File: src/rtl/decLzaPkg.sv
package decLzaPkg;
  typedef struct packed {
    logic load;     // capture a new count this cycle
    logic subSel;   // take the subtraction path
    logic zeroOut;  // rounded result: count forced to zero
  } lzaCtrl_t;
endpackage

File: src/rtl/decLzaDigitSub.sv
module decLzaDigitSub (
  input  logic              borrowIn,
  input  logic [3:0]        aDigit,
  input  logic [3:0]        bDigit,
  output logic signed [4:0] rawDiff,
  output logic              borrowOut
);
  logic signed [5:0] full;

  always_comb begin
    rawDiff   = $signed({1'b0, aDigit}) - $signed({1'b0, bDigit});
    full      = $signed({2'b00, aDigit}) - $signed({2'b00, bDigit}) - $signed({5'd0, borrowIn});
    borrowOut = full[5];
  end
endmodule

File: src/rtl/decLzaControl.sv
module decLzaControl
  import decLzaPkg::*;
(
  input  logic     clk,
  input  logic     rstN,
  input  logic     inValid,
  input  logic     isSub,
  input  logic     willRound,
  output lzaCtrl_t ctrl,
  output logic     outValid
);
  always_comb begin
    ctrl.load    = inValid;
    ctrl.subSel  = isSub;
    ctrl.zeroOut = willRound;
  end

  always_ff @(posedge clk) begin
    if (!rstN) outValid <= 1'b0;
    else       outValid <= inValid;
  end
endmodule

File: src/rtl/decLzaDatapath.sv
module decLzaDatapath
  import decLzaPkg::*;
#(
  parameter int DIGITS = 16,
  localparam int CW = $clog2(DIGITS + 1),
  localparam int SW = 4 * DIGITS
) (
  input  logic          clk,
  input  logic          rstN,
  input  lzaCtrl_t      ctrl,
  input  logic          addCarry,
  input  logic [SW-1:0] opA,
  input  logic [SW-1:0] opB,
  input  logic [CW-1:0] lzcA,
  input  logic [CW-1:0] lzcB,
  output logic [CW-1:0] lzcOut
);
  localparam logic signed [4:0] NEG_NINE = -5'sd9;
  localparam logic signed [4:0] POS_ONE  = 5'sd1;

  // per-digit subtractor array with ripple borrow
  logic              borrow [DIGITS+1];
  logic signed [4:0] digDiff [DIGITS];

  assign borrow[0] = 1'b0;

  for (genvar g = 0; g < DIGITS; g++) begin : g_digit
    decLzaDigitSub u_sub (
      .borrowIn (borrow[g]),
      .aDigit   (opA[4*g +: 4]),
      .bDigit   (opB[4*g +: 4]),
      .rawDiff  (digDiff[g]),
      .borrowOut(borrow[g+1])
    );
  end

  // encoding: indicator string of nonzero digit differences
  logic [DIGITS-1:0] nzInd;
  for (genvar g = 0; g < DIGITS; g++) begin : g_ind
    assign nzInd[g] = (digDiff[g] != 5'sd0);
  end

  // locate leading indicator, extend over a borrow run, pick correction
  logic [CW-1:0] subPrelim;
  logic          subCorr;
  logic          foundLead;
  logic          runOpen;
  logic [CW-1:0] subLzc;

  always_comb begin
    subPrelim = CW'(DIGITS);
    subCorr   = 1'b0;
    foundLead = 1'b0;
    runOpen   = 1'b0;
    for (int i = DIGITS - 1; i >= 0; i--) begin
      if (!foundLead) begin
        if (nzInd[i]) begin
          foundLead = 1'b1;
          subPrelim = CW'(DIGITS - 1 - i);
          runOpen   = (digDiff[i] == POS_ONE);
          subCorr   = runOpen && borrow[i];
        end
      end else if (runOpen) begin
        if (digDiff[i] == NEG_NINE) begin
          subPrelim = CW'(DIGITS - 1 - i);
          subCorr   = borrow[i];
        end else begin
          runOpen = 1'b0;
        end
      end
    end
    subLzc = subPrelim + CW'(subCorr);
  end

  // addition path from the carried operand counts
  logic [CW-1:0] minLzc;
  logic [CW-1:0] addLzc;

  always_comb begin
    minLzc = (lzcA < lzcB) ? lzcA : lzcB;
    addLzc = (addCarry && (minLzc != '0)) ? minLzc - CW'(1) : minLzc;
  end

  always_ff @(posedge clk) begin
    if (!rstN)          lzcOut <= '0;
    else if (ctrl.load) lzcOut <= ctrl.zeroOut ? '0 : (ctrl.subSel ? subLzc : addLzc);
  end
endmodule

File: src/rtl/decLza.sv
module decLza
  import decLzaPkg::*;
#(
  parameter int DIGITS = 16,
  localparam int CW = $clog2(DIGITS + 1),
  localparam int SW = 4 * DIGITS
) (
  input  logic          clk,
  input  logic          rstN,
  input  logic          inValid,
  input  logic          isSub,
  input  logic          willRound,
  input  logic          addCarry,
  input  logic [SW-1:0] opA,
  input  logic [SW-1:0] opB,
  input  logic [CW-1:0] lzcA,
  input  logic [CW-1:0] lzcB,
  output logic          outValid,
  output logic [CW-1:0] lzcOut
);
  lzaCtrl_t ctrl;

  decLzaControl u_ctrl (
    .clk      (clk),
    .rstN     (rstN),
    .inValid  (inValid),
    .isSub    (isSub),
    .willRound(willRound),
    .ctrl     (ctrl),
    .outValid (outValid)
  );

  decLzaDatapath #(.DIGITS(DIGITS)) u_dp (
    .clk     (clk),
    .rstN    (rstN),
    .ctrl    (ctrl),
    .addCarry(addCarry),
    .opA     (opA),
    .opB     (opB),
    .lzcA    (lzcA),
    .lzcB    (lzcB),
    .lzcOut  (lzcOut)
  );
endmodule

File: config.mk
export PLATFORM = sky130hd
export DESIGN_NAME = decLza
export DESIGN_NICKNAME = d
export VERILOG_FILES = /design/src/rtl/decLzaPkg.sv /design/src/rtl/decLzaDigitSub.sv /design/src/rtl/decLzaControl.sv /design/src/rtl/decLzaDatapath.sv /design/src/rtl/decLza.sv
export SDC_FILE = /design/constraint.sdc
export NUM_CORES = 1
export LEC_CHECK = 0
export CORE_ASPECT_RATIO = 0.8
export CORE_MARGIN = 5
export CORE_UTILIZATION = 30
export DETAILED_ROUTE_END_ITERATION = 8
export PLACE_DENSITY = 0.54
export SYNTH_ARGS = -nofsm -noshare
export SYNTH_HDL_FRONTEND = slang
export SYNTH_SLANG_ARGS = --single-unit
File: constraint.sdc
create_clock -name clk -period 9.25 [get_ports clk]
set_clock_uncertainty 0.15 [all_clocks]
set_input_delay 2.775 -clock clk [delete_from_list [all_inputs] [get_ports clk]]
set_output_delay 2.775 -clock clk [all_outputs]
set_load 0.005 [all_outputs]
==> results of run 1 <==
==> path summary, 6_finish.rpt <==
| check | start | to | slack [ps] |
|---|---|---|---|
| worst min register to register | u_dp.lzcOut[4]$_SDFFE_PN0P_ | u_dp.lzcOut[4]$_SDFFE_PN0P_ | 360 |
| worst min-delay path | u_dp.lzcOut[4]$_SDFFE_PN0P_ | u_dp.lzcOut[4]$_SDFFE_PN0P_ | 360 |
| worst max register to register | u_dp.lzcOut[3]$_SDFFE_PN0P_ | u_dp.lzcOut[3]$_SDFFE_PN0P_ | 8230 |
| worst max-delay path | opB[54] | u_dp.lzcOut[4]$_SDFFE_PN0P_ | 780 |
==> cell usage after synthesis, types with 11 or more instances <==
master / n / area (um^2)
ha_1: 72 / 901
nor2b_1: 18 / 113
o21ai_0: 35 / 175
nor3_1: 24 / 120
o21bai_1: 11 / 82.6
a211oi_1: 13 / 97.6
and3b_1: 12 / 105
o211ai_1: 12 / 90.1
inv_1: 109 / 409
nand2_1: 38 / 143
nor2_1: 60 / 225
a21oi_1: 48 / 240
nand3_1: 17 / 85.1
fa_1: 16 / 320
a21o_1: 23 / 173
nand3b_1: 11 / 82.6
nand2b_1: 14 / 87.6
or3_1: 11 / 68.8
==> registers in the layout, summed over array words and instances (netlist names) <==
| name | cells |
|---|---|
| u_dp.lzcOut | 5 |
| u_ctrl.outValid | 1 |
==> cells by family (layout without fill, tap and decap cells) <==
family | count (synthesis) | after routing
buf+inv | 114 | 266
mux | 10 | 10
fa+ha+maj | 88 | 88
flops | 6 | 6
xor+xnor | 18 | 18
compound gates | 252 | 252
simple gates | 270 | 270
==> area by class of cell <==
| cell class | instances | area [um^2] |
|---|---|---|
| clock buffer | 3 | 75.1 |
| fill | 1826 | 10200 |
| inverter | 110 | 413 |
| multi-input combinational | 638 | 4780 |
| sequential | 6 | 120 |
| tap | 225 | 282 |
| timing repair buffer | 153 | 1520 |
==> stage by stage <==
stage,instances,power (mW)
floorplan,758,0.230
global placement,1132,0.349
detailed placement,1132,0.348
CTS,1135,0.421
global route,1135,0.465
finish,1135,0.419
==> power breakdown <==
group,switching (mW),internal [mW],leakage [nW]
Sequential,0.000415,0.0270,0.0489
Combinational,0.162,0.160,3.00
Clock,0.0135,0.0554,0.0370
==> per-layer routing <==
layer | share of wire | vias up
met4 | 0.0042 | 0
li1 | - | 3128
met5 | 0 | -
met1 | 0.55 | 2591
met2 | 0.38 | 203
met3 | 0.071 | 10
==> worst min-delay path: cells and delay by family (launching register included) <==
| family | cells | cell delay [ps] |
|---|---|---|
| flops | 1 | 300 |
| simple gates | 1 | 80 |
| compound gates | 1 | 70 |
==> results.md, run 1 <==
- Hold Buf Count CTS: 0
- Fmax: 118 MHz
- Layout Nets: 1,144
- Worst Max-Slew Pin Slew: 831 ps
- Seq/Total Area, Yosys: 0.0225
- Vias: ~6,000
- Maximum VDD drop: a little over 0.00006 V
- CP Launch Type: input pin
- Critical-path cell list: clkdlybuf4s50_1 > inv_1 > ha_1 > and3b_1 > or3_4 > a2111o_1 > nor3_2 > o2bb2ai_1 > a21oi_2 > a21o_1 > a21boi_0 > a41oi_1 > a311oi_1 > a21oi_1 > nor4_1 > ha_1 > ha_1 > or3b_1 > a221oi_1
- Avg Inst Size Synth: 7.05 um^2
- Largest net degree at the start of global routing: 12
- Crit path required time: 9230 ps
- Synth Area in Compound Gates: 0.334
- Status: complete, no violations
- Ys Warns: 0
- Rows: 43
- Resized Gates After CTS: 0
- LEAKAGE: between 3 and 4 nW
- Final setup violation count: 0
- Post-DP Area: 7120 um^2
- Syn nets: 990
- Initial antenna violation count: 0
- Clock Latency Late Sink: ~220 ps
- Hold crit path type: reg2reg
- Dpl hpwl: 13,900 um
- Clock-pin slew on the worst setup and hold paths: 30 ps
- Setup CP Type: in2reg
- I/O Buffers: between 100 and 150
- CP arrival: 8450 ps
- Post-Synth XOR/XNOR Area: 0.0295
- Setup repair bufs after CTS: 0
- GP Congestion: about 0.9
- Total grt overflow: 0
- Post-synth EDFFs: 0
- Cells on worst reg2reg path: 3
- Vias in the first global route: about 5,700
- Fin crit period: 8470 ps
- Met2 Use GR: 0.210
- First-pass GRT wire length: around 27,000 um
- Routed WL: 16,000 um
- Largest family of logic cells by synthesized area: compound AO/OA/AOI/OAI gates
- Yosys cell types: 76
- Critical path's slowest cell: a2111o_1
- Fin area: 7200 um^2
- Fin. max-slew vios: 0
- Post-Syn Area: 5340 um^2
- Hold Slack: 356 ps
- Initial DRC count: around 350
- DRT Pass-1 Iters: 5
- Area growth syn-to-layout: 34.7%
- Top delay family on crit path: compound AO/OA/AOI/OAI gates
- CP bufs+invs: 2
- Adder-Cell Fraction of Synth Area: 0.229
- H-tree levels: 1
- Busiest metal layer after global routing: met1
- Final setup margin: 783 ps
- Chip width: 159 um
- CP Depth: 19
- Pwr Density: between 50 and 60 nW/um^2
- Worst slew margin: 0.432
- Simple-gate share of the synthesized area: 0.284
- Io pins: 150
- WL/cell: 14.1 um
- Mux share of post-synthesis cell area: 0.0190
- Most common cell after layout, fill and taps aside: clkdlybuf4s50_1
- Maxcap violations: 0
- Total GRT Usage: 0.150
- Initial core utilization: 0.306
- GR Layer Usage met3: 0.0254
- Vias per cell: 5.23
- Dpl ws: 579 ps
- Period utilization: 0.915
- # diodes: 0
- Setup TNS: 0 ps
- Core Area: approximately 17,000 um^2
- Synth Instances: 758
- Sink Count: 6
- Grt met1 use: 0.246
- CTS tree: done
- Hold depth: 2
- Die Span Y: 129 um
- TritonCTS buffer count: 3
- Most frequent cells in the layout: 149 x clkdlybuf4s50_1, 109 x inv_1, 72 x ha_1, 60 x nor2_1, 48 x a21oi_1
- Crit. End Element: register
- Unrepaired setup endpoints after global routing: false
- Primary FF master, synth: dfxtp_1
- CP most frequent cell: ha_1
- Post-DRT Antenna Nets: 0
- CP peak stage delay: a little under 600 ps
- CP max FO: 10
- Synth async-reset ratio: 0
- Fin. Hold Viols: 0
- Fin util: 0.413
- Synth Register Bits: 6
- Share of cells above drive strength 1: 0.0407
- Clock Tree Buf Depth: 2
- Full die area: 20,600 um^2
- Drt drc: 0
- Root Driver: clkbuf_16
(Power assumes the default switching activity.)
==> run 2, diff against run 1 <==
--- a/config.mk
+++ b/config.mk
@@ -8,6 +8,7 @@
 export CORE_ASPECT_RATIO = 0.8
 export CORE_MARGIN = 5
 export CORE_UTILIZATION = 30
+export CTS_CLUSTER_DIAMETER = 40
 export DETAILED_ROUTE_END_ITERATION = 8
 export PLACE_DENSITY = 0.54
 export SYNTH_ARGS = -nofsm -noshare
==> results of run 2 <==
Final layout, timing and power as in run 1 (identical DEF).
==> run 3, diff against run 2 <==
--- a/config.mk
+++ b/config.mk
@@ -6,11 +6,11 @@
 export NUM_CORES = 1
 export LEC_CHECK = 0
 export CORE_ASPECT_RATIO = 0.8
-export CORE_MARGIN = 5
 export CORE_UTILIZATION = 30
 export CTS_CLUSTER_DIAMETER = 40
 export DETAILED_ROUTE_END_ITERATION = 8
-export PLACE_DENSITY = 0.54
+export DONT_BUFFER_PORTS = 1
+export PLACE_DENSITY = 0.44
 export SYNTH_ARGS = -nofsm -noshare
 export SYNTH_HDL_FRONTEND = slang
 export SYNTH_SLANG_ARGS = --single-unit
==> run 3 against run 2 <==
Compared with the run above: total power is 14% lower; register-to-register slack worse by 60 ps; via count shrank 7.9%; die area shrank 11%; worst hold slack better by 48 ps; cell count shrank 13%; sequential share of layout area up 0.44 points; maximum frequency rose by 2.7%; clock power is 3.6% higher.
==> results.md, run 3 (synthesized netlist as in run 1, its figures left out) <==
- Die Span Y: 121 um (-6.2%)
- WL/cell: 16.0 um (+14%)
- Worst r2r src: u_dp.lzcOut[3]$_SDFFE_PN0P_
- Initial core utilization: 0.307 (+0.000948)
- Drt drc: 0 (unchanged)
- CP Launch Type: input pin
- Hold Buf Count CTS: 0 (unchanged)
- TritonCTS buffer count: 3 (unchanged)
- CP most frequent cell: ha_1
- Area growth syn-to-layout: 6.68%
- Critical-path cell list: inv_1 > ha_1 > inv_1 > fa_1 > nor2b_1 > a2111oi_0 > o211ai_1 > a211oi_1 > nor3b_1 > nor2_1 > a221oi_1 > o31ai_1 > a31oi_1 > o21ai_0 > a21oi_1 > nor4_1 > ha_1 > ha_1 > or3b_1 > a221oi_1
- Fmax: 121 MHz (+2.7%)
- GP Congestion: 0.850 (-4.4%)
- Largest register by flop count: u_dp.lzcOut
- Worst R2R Setup Slack: 8170 ps (-60 ps)
- Critical path's slowest cell: a2111oi_0
- # diodes: 0 (unchanged)
- LEAKAGE: 2.50 nW (-19%)
- Routed WL: 15,800 um (-1.3%)
- Crit path required time: 9230 ps (about the same)
- Grt met1 use: 0.279 (+0.0324)
- Crit path from: opA[12]
- Setup TNS: 0 ps (unchanged)
- Largest net degree at the start of global routing: 12 (unchanged)
- Clock Tree Buf Depth: 2 (unchanged)
- First-pass GRT wire length: 25,700 um (-6.0%)
- I/O Buffers: 0 (-100%)
- Maxcap violations: 0 (unchanged)
- Unrepaired setup endpoints after global routing: false
- Fin. Hold Viols: 0 (unchanged)
- Rows: 43 (unchanged)
- Full die area: 18,300 um^2 (-11%)
- Status: complete, no violations
- Post-DP Area: 5620 um^2 (-21%)
- CP peak stage delay: 720 ps (+130 ps)
- CTS tree: done
- Sink Count: 6 (unchanged)
- Clock Latency Late Sink: 230 ps (about the same)
- Fin area: 5700 um^2 (-21%)
- Clock-pin slew on the worst setup and hold paths: 30 ps (about the same)
- Met2 Use GR: 0.239 (+0.0298)
- Cells on worst reg2reg path: 3 (unchanged)
- Total grt overflow: 0 (unchanged)
- Post-DRT Antenna Nets: 0 (unchanged)
- Total GRT Usage: 0.170 (+0.0201)
- Most frequent cells in the layout: 109 x inv_1, 72 x ha_1, 60 x nor2_1, 48 x a21oi_1, 38 x nand2_1
- Vias per cell: 5.55 (+6.1%)
- Worst Max-Slew Pin Slew: 896 ps (+64.8 ps)
- CP max FO: 8 (-2)
- Maximum VDD drop: 0.0000405 V (-33%)
- Vias in the first global route: 5,187 (-8.9%)
- H-tree levels: 1 (unchanged)
- Vias: 5,462 (-7.9%)
- Largest regs: u_dp.lzcOut x5, u_ctrl.outValid x1
- Fin. max-slew vios: 0 (unchanged)
- Setup repair bufs after CTS: 0 (unchanged)
- Fin crit period: 8240 ps (-226 ps)
- CP arrival: 8220 ps (-230 ps)
- Initial antenna violation count: 0 (unchanged)
- Core Area: 17,400 um^2 (-0.31%)
- Final setup violation count: 0 (unchanged)
- Io pins: 150 (unchanged)
- Layout Nets: 994 (-13%)
- Resized Gates After CTS: 0 (unchanged)
- Largest register FFs: 5 (unchanged)
- Chip width: 151 um (-5.0%)
- DRT Pass-1 Iters: 5 (unchanged)
- Setup CP Type: in2reg
- Pwr Density: 63.0 nW/um^2 (+8.2%)
- Busiest metal layer after global routing: met1
- Worst flop-to-flop path endpoint: u_dp.lzcOut[3]$_SDFFE_PN0P_
- Critical Path End: u_dp.lzcOut[4]$_SDFFE_PN0P_
- GR Layer Usage met3: 0.0162 (-0.00927)
- Root Driver: clkbuf_16
- Initial DRC count: 305 (-12%)
- Hold Slack: 404 ps (+48.3 ps)
- Most common cell after layout, fill and taps aside: inv_1
- Worst slew margin: 0.400 (-0.0317)
- Period utilization: 0.891 (-0.0245)
- Dpl hpwl: 13,800 um (-1.2%)
- Share of cells above drive strength 1: 0.0474 (+0.00671)
- Hold crit path type: reg2reg
- Crit. End Element: register
run 3: changes by cell type in the layout (fill, tap and decap cells not counted):
cell and delta:
clkdlybuf4s50_1 -149, buf_4 -1
run 3: final cells by class:
type,instances,area [um^2]
sequential,6,120
timing repair buffer,3,22.5
fill,1899,11700
tap,225,282
inverter,110,413
multi-input combinational,638,4780
clock buffer,3,75.1
run 3: worst max-delay path: cells and delay by family:
kind | cells | cell delay (ps)
and+or+nand+nor | 5 | 1550
adders and majority gates | 4 | 1020
buffers and inverters | 2 | 90
AOI/OAI and AO/OA | 9 | 2760
run 3: how the worst min path moves through the flow:
| stage | start | end | slack [ps] | cells past startpoint |
|---|---|---|---|---|
| after floorplan | u_dp.lzcOut[4]$_SDFFE_PN0P_ | u_dp.lzcOut[4]$_SDFFE_PN0P_ | 350 | 2 |
| after global placement | u_dp.lzcOut[4]$_SDFFE_PN0P_ | u_dp.lzcOut[4]$_SDFFE_PN0P_ | 390 | 2 |
| after detailed placement | u_dp.lzcOut[0]$_SDFFE_PN0P_ | u_dp.lzcOut[0]$_SDFFE_PN0P_ | 410 | 2 |
| after CTS | u_dp.lzcOut[0]$_SDFFE_PN0P_ | u_dp.lzcOut[0]$_SDFFE_PN0P_ | 420 | 2 |
| after global routing | u_dp.lzcOut[3]$_SDFFE_PN0P_ | u_dp.lzcOut[3]$_SDFFE_PN0P_ | 430 | 2 |
| final | u_dp.lzcOut[0]$_SDFFE_PN0P_ | u_dp.lzcOut[0]$_SDFFE_PN0P_ | 400 | 2 |
run 3: per-layer routing:
layer  part of all wire  routed length, um  vias to the layer above
met5                  0                  0                        -
met4             0.0050                 79                        0
met3              0.051                804                        6
met2               0.38               5960                      156
met1               0.57               8960                     2470
li1                   -                  -                     2830
run 3: stage by stage:
step	utilization	power [mW]	instances	setup slack (ps)
floorplan	-	0.230	758	1580
global placement	0.323	0.279	982	726
detailed placement	0.323	0.285	982	731
CTS	0.328	0.360	985	911
global route	0.328	0.398	985	373
finish	0.328	0.359	985	1010
run 3: power breakdown:
part	leakage (nW)	internal [mW]	switching [mW]	total, mW
clock	0.0370	0.0556	0.0158	0.0714
combinational	2.41	0.108	0.152	0.260
sequential	0.0489	0.0270	0.000751	0.0277
